<file path="config.mk">
export PLATFORM = sky130hd
export DESIGN_NAME = i2c_unstick
export DESIGN_NICKNAME = d
export VERILOG_FILES = /design/src/rtl/unstick_pkg.sv /design/src/rtl/unstick_sync.sv /design/src/rtl/unstick_timer.sv /design/src/rtl/unstick_ctrl.sv /design/src/rtl/i2c_unstick.sv
export SDC_FILE = /design/constraint.sdc
export NUM_CORES = 1
export LEC_CHECK = 0
export BUFFER_PORTS_ARGS = -buffer_cell sky130_fd_sc_hd__buf_4
export CAP_MARGIN = 10
export CELL_PAD_IN_SITES_DETAIL_PLACEMENT = 1
export CELL_PAD_IN_SITES_GLOBAL_PLACEMENT = 1
export CORE_ASPECT_RATIO = 1.4
export CORE_MARGIN = 2
export CORE_UTILIZATION = 48
export CTS_CLUSTER_DIAMETER = 50
export DETAILED_ROUTE_END_ITERATION = 7
export GPL_ROUTABILITY_DRIVEN = 1
export HOLD_SLACK_MARGIN = 0.05
export PLACE_DENSITY = 0.85
export SYNTH_ARGS = -nofsm -noshare
export SYNTH_HDL_FRONTEND = slang
export SYNTH_SLANG_ARGS = --single-unit
</file>
<file path="constraint.sdc">
create_clock -name clk -period 5.2 [get_ports clk]
set_input_delay 0.26 -clock clk [delete_from_list [all_inputs] [get_ports clk]]
set_output_delay 0.26 -clock clk [all_outputs]
set_load 0.02 [all_outputs]
</file>
<file path="src/rtl/unstick_pkg.sv">
package unstick_pkg;
    typedef enum logic [1:0] {
        RES_CLEAR = 2'b00,
        RES_FREED = 2'b01,
        RES_STUCK = 2'b10
    } res_e;

    typedef enum logic [1:0] {
        ST_IDLE,
        ST_HIGH,
        ST_LOW
    } st_e;
endpackage

</file>
<file path="src/rtl/unstick_sync.sv">
module unstick_sync #(
    parameter int STAGES = 2
) (
    input  logic clk,
    input  logic rst_n,
    input  logic d_i,
    output logic q_o
);
    logic [STAGES-1:0] chain_d, chain_q;

    generate
        for (genvar i = 0; i < STAGES; i++) begin : g_stage
            if (i == 0) begin : g_first
                assign chain_d[i] = d_i;
            end else begin : g_next
                assign chain_d[i] = chain_q[i-1];
            end
        end
    endgenerate

    always_ff @(posedge clk or negedge rst_n) begin
        if (!rst_n) chain_q <= '0;
        else        chain_q <= chain_d;
    end

    assign q_o = chain_q[STAGES-1];
endmodule

</file>
<file path="src/rtl/unstick_timer.sv">
module unstick_timer #(
    parameter int DIV_W = 16
) (
    input  logic             clk,
    input  logic             rst_n,
    input  logic             arm_i,
    input  logic             reload_i,
    input  logic [DIV_W-1:0] len_i,
    output logic             expire_o
);
    typedef struct packed {
        logic [DIV_W-1:0] len;
        logic [DIV_W-1:0] cnt;
    } tmr_t;

    tmr_t s_d, s_q;
    logic [DIV_W-1:0] len_eff;

    always_comb begin
        s_d     = s_q;
        len_eff = (len_i == '0) ? DIV_W'(1) : len_i;
        if (arm_i) begin
            s_d.len = len_eff;
            s_d.cnt = len_eff - DIV_W'(1);
        end else if (reload_i) begin
            s_d.cnt = s_q.len - DIV_W'(1);
        end else if (s_q.cnt != '0) begin
            s_d.cnt = s_q.cnt - DIV_W'(1);
        end
    end

    always_ff @(posedge clk or negedge rst_n) begin
        if (!rst_n) s_q <= '0;
        else        s_q <= s_d;
    end

    assign expire_o = (s_q.cnt == '0);
endmodule

</file>
<file path="src/rtl/unstick_ctrl.sv">
module unstick_ctrl
    import unstick_pkg::*;
#(
    parameter int CNT_W = 8
) (
    input  logic             clk,
    input  logic             rst_n,
    input  logic             start_i,
    input  logic [CNT_W-1:0] max_pulses_i,
    input  logic             sda_s_i,
    input  logic             expire_i,
    output logic             arm_o,
    output logic             reload_o,
    output logic             scl_pull_o,
    output logic             busy_o,
    output logic             done_o,
    output logic [1:0]       result_o
);
    typedef struct packed {
        st_e              st;
        logic [CNT_W-1:0] pulses;
        logic [CNT_W-1:0] limit;
        logic             hung;
        logic             done;
        res_e             result;
    } ctl_t;

    ctl_t s_d, s_q;

    always_comb begin
        s_d      = s_q;
        s_d.done = 1'b0;
        arm_o    = 1'b0;
        reload_o = 1'b0;
        unique case (s_q.st)
            ST_IDLE: begin
                if (start_i) begin
                    s_d.st     = ST_HIGH;
                    s_d.limit  = max_pulses_i;
                    s_d.pulses = '0;
                    s_d.hung   = 1'b0;
                    arm_o      = 1'b1;
                end
            end
            ST_HIGH: begin
                if (expire_i) begin
                    if (sda_s_i) begin
                        s_d.st     = ST_IDLE;
                        s_d.done   = 1'b1;
                        s_d.result = s_q.hung ? RES_FREED : RES_CLEAR;
                    end else if (s_q.pulses == s_q.limit) begin
                        s_d.st     = ST_IDLE;
                        s_d.done   = 1'b1;
                        s_d.result = RES_STUCK;
                    end else begin
                        s_d.hung = 1'b1;
                        s_d.st   = ST_LOW;
                        reload_o = 1'b1;
                    end
                end
            end
            ST_LOW: begin
                if (expire_i) begin
                    s_d.pulses = s_q.pulses + CNT_W'(1);
                    s_d.st     = ST_HIGH;
                    reload_o   = 1'b1;
                end
            end
            default: s_d.st = ST_IDLE;
        endcase
    end

    always_ff @(posedge clk or negedge rst_n) begin
        if (!rst_n) begin
            s_q.st     <= ST_IDLE;
            s_q.pulses <= '0;
            s_q.limit  <= '0;
            s_q.hung   <= 1'b0;
            s_q.done   <= 1'b0;
            s_q.result <= RES_CLEAR;
        end else begin
            s_q <= s_d;
        end
    end

    assign scl_pull_o = (s_q.st == ST_LOW);
    assign busy_o     = (s_q.st != ST_IDLE);
    assign done_o     = s_q.done;
    assign result_o   = s_q.result;
endmodule

</file>
<file path="src/rtl/i2c_unstick.sv">
module i2c_unstick #(
    parameter int DIV_W = 16,
    parameter int CNT_W = 8,
    parameter int SYNC_STAGES = 2
) (
    input  logic             clk,
    input  logic             rst_n,
    input  logic             start_i,
    input  logic [DIV_W-1:0] half_div_i,
    input  logic [CNT_W-1:0] max_pulses_i,
    input  logic             sda_i,
    output logic             scl_pull_o,
    output logic             busy_o,
    output logic             done_o,
    output logic [1:0]       result_o
);
    logic sda_s, expire, arm, reload;

    unstick_sync #(.STAGES(SYNC_STAGES)) u_sync (
        .clk   (clk),
        .rst_n (rst_n),
        .d_i   (sda_i),
        .q_o   (sda_s)
    );

    unstick_timer #(.DIV_W(DIV_W)) u_timer (
        .clk      (clk),
        .rst_n    (rst_n),
        .arm_i    (arm),
        .reload_i (reload),
        .len_i    (half_div_i),
        .expire_o (expire)
    );

    unstick_ctrl #(.CNT_W(CNT_W)) u_ctrl (
        .clk          (clk),
        .rst_n        (rst_n),
        .start_i      (start_i),
        .max_pulses_i (max_pulses_i),
        .sda_s_i      (sda_s),
        .expire_i     (expire),
        .arm_o        (arm),
        .reload_o     (reload),
        .scl_pull_o   (scl_pull_o),
        .busy_o       (busy_o),
        .done_o       (done_o),
        .result_o     (result_o)
    );
endmodule

</file>
==> results_dict.tcl <==
set metrics [dict create \
    status "complete, no violations" \
    rrSetupSlack_ns 1.72 \
    grt.total_usage_pct 25.00 \
    synthTopCellsByArea "dfrtp_1 46%, nand2_1 10%, nor2_1 4.7%" \
    synth_edf_count 0 \
    skew_ns 0.007318 \
    hpwl_um 5968 \
    nets 420 \
    globalplace.congestion 0.8295 \
    highest_layer "met4" \
    core_um2 6168 \
    die_w_um 71.43 \
    antenna_found_initial 0 \
    maxCapViolCount 0 \
    fin_tns_setup_ns 0 \
    synth.distinct_cells 47 \
    reg2reg_from "u_ctrl.s_q[21]" \
    synth_top_cell_by_area "dfrtp_1" \
    m1WireLength_um 3262 \
    dpl.cell_count 449 \
    ios 33 \
    ctsRootBufferMaster "clkbuf_8" \
    synth.top_cell.area_share_pct 45.86 \
    firstDrtPassIters 4 \
    overflow 0 \
    avgSynthCellArea_um2 8.511 \
    cts_tree "done" \
    async_flop_share_pct 100.0 \
    slowest_delay_ns 0.70 \
    grt_pass1_wl_um 13940 \
    drc_errors 0 \
    grt_max_degree 57 \
    endpoint "u_timer.s_q[15]" \
    crit_path_start "u_ctrl.s_q[21]" \
    initial_core_util_pct 49.53 \
    cp_max_fo 21 \
    fin_crit_sh_pct 66.97 \
    clock_latency_ns 0.31 \
    cts_buffer_depth 2 \
    syn-num-nets 393 \
    fin_crit_ns 3.482 \
    final_common_cell "nand2_1" \
    whs_ns 0.1303 \
    yosys_register_bits 56 \
    crit_buf_inv 1 \
    reg2reg_depth 10 \
    clock_sinks 56 \
    antennaDiodeCount 0 \
    final_antenna_net_count 0 \
    drt-initial-drc-count 121 \
    netlist_area_um2 3055 \
    critPathCaptureType "flip-flop" \
    die_area_um2 7029 \
    yosysSeqAreaShare_pct 45.86 \
    wl_per_cell_um 17.78 \
    p_per_area_nw_per_um2 503.9 \
    final_layout_size_suffix_gt1_share_pct 13.44 \
    setup_viol 0 \
    post_cts_buffers 0 \
    synth_cells 359 \
    hold_start "max_pulses_i[7]" \
    cp-start-kind "flip-flop" \
    place_ws_ns 1.758 \
    cp.required_ns 5.40 \
    wl_um 8160 \
    worstPathCellList "inv_1 > ha_1 > and2_1 > a21oi_1 > and3b_1 > and2_1 > o21ai_1 > or3_1 > nor3_1 > mux2_2" \
    max-vdd-ir-drop_uv 278.7 \
    die_h_um 98.40 \
    post_cts_resized 0 \
    worst_r2r_endpoint "u_timer.s_q[15]" \
    rsz0062_at_grt "false" \
    cts_inserted_buffers 5 \
    num_vias 2700 \
    wl_met3_um 203 \
    vias_per_cell 5.882 \
    synthFlopType "dfrtp_1" \
    area_delta_synth_final_pct 13.10 \
    clk_pin_slew_ns 0.10 \
    hold_viol 0 \
    worstMarginPinSlew_ns 0.7795 \
    place_area_um2 3339 \
    holdCritPathClass "in2reg" \
    final_cell_mix "85 x nand2_1, 56 x dfrtp_1, 38 x nor2_1" \
    fp-row-count 34 \
    cp_common_cell "and2_1" \
    cp_slowest_cell "and2_1" \
    path_delay_family "simple AND/OR/NAND/NOR gates" \
    final_cell_area_um2 3456 \
    fin_cells 459 \
    maxSlewHeadroom_pct 48.03 \
    first_global_vias 2839 \
    wl_met2_um 4560 \
    p_leak_nw 1.574 \
    htree_levels 2 \
    path_class "reg2reg" \
    cp_num_cells 10 \
    setup_ws_ns 1.718 \
    max_freq_mhz 287.2 \
    yosysWarnings 0 \
    drv_slew 0 \
    crit_arrival_ns 3.68 \
    portBuffers 32 \
]
[logic make-up after synthesis]
| group | count (synthesis) | share of synthesized area [%] |
|---|---|---|
| simple gates | 173 | 25.51 |
| mux | 5 | 1.761 |
| xor+xnor | 20 | 5.733 |
| compound gates | 75 | 15.44 |
| buf+inv | 24 | 3.235 |
| flops | 56 | 45.86 |
| fa+ha+maj | 6 | 2.457 |
[worst reg2reg max path: stages, from the launching register on]
cell and delay, ns:
dfrtp_1 0.46, inv_1 0.10, ha_1 0.36, and2_1 0.70, a21oi_1 0.19, and3b_1 0.27, and2_1 0.12, o21ai_1 0.15
or3_1 0.46, nor3_1 0.21, mux2_2 0.36
[sequential cells by signal, summed over array words and instances, names as in the netlist]
register and cells:
u_ctrl.s_q 19, u_ctrl.result_o 2, u_sync.chain_q 2, u_ctrl.done_o 1, u_timer.s_q 32
[what timing repair did]
item	4_1_cts	5_1_grt
setup endpoints to repair	0	0
hold buffers	2	0
endpoints found under the hold margin	57	0
[worst min-delay path by stage]
stage | endpoint | slack (ns) | cells after the start
final | u_ctrl.s_q[11] | 0.13 | 3
after global routing | u_ctrl.s_q[5] | 0.14 | 3
after CTS | u_ctrl.s_q[11] | 0.13 | 3
after detailed placement | u_sync.chain_q[1] | 0.34 | 0
after global placement | u_sync.chain_q[1] | 0.33 | 0
after floorplan | u_ctrl.done_o | -0.04 | 0
[where the power goes]
group	leakage, nW	internal [W]	switching (W)
Sequential	0.702	0.000598	0.000147
Clock	0.0516	0.000109	0.000143
Combinational	0.821	0.000290	0.000454
Total	1.57	0.000997	0.000744
[layer usage]
layer,GRT usage [%],vias up
li1,-,1294
met1,30.37,1356
met2,46.30,41
met3,2.890,9
met4,5.951,0
met5,0,-
[area by class of cell]
cell class / instances / area, um^2
clock inverters: 2 / 13.76
multi-input cells: 279 / 1555
fillers: 755 / 2713
inverters: 6 / 22.52
clock buffers: 6 / 82.58
flip-flops and latches: 56 / 1401
repair buffers: 38 / 290.3
well taps: 72 / 90.09
[metrics by stage]
stage                     power, W  utilization [%]
after floorplan           0.001254                -
after global placement    0.001450            54.14
after detailed placement  0.001488            54.14
after CTS                 0.001749            56.02
after global routing      0.001894            56.02
final                     0.001742            56.02
[synthesized netlist by cell type, types with 2 or more instances]
master    count
buf_4         2
nor2_1       38
buf_1         3
clkbuf_1     12
inv_1         6
nand4_1       5
o221ai_1      2
and2_1        3
nand3_1       6
mux2i_1       2
nand2_1      85
nor3_1        8
o211ai_1      3
or4_1         3
mux2_2        3
o21a_1        5
xor2_1        7
and3_1        4
o21ai_1       2
o21ai_0      22
nor4_1        8
a211oi_1      3
or2_2         2
or3_1         3
and4_1        2
dfrtp_1      56
xnor2_1      13
ha_1          6
o31ai_1       6
a21oi_1      22
Note: power is estimated with default switching activity, not from simulation.
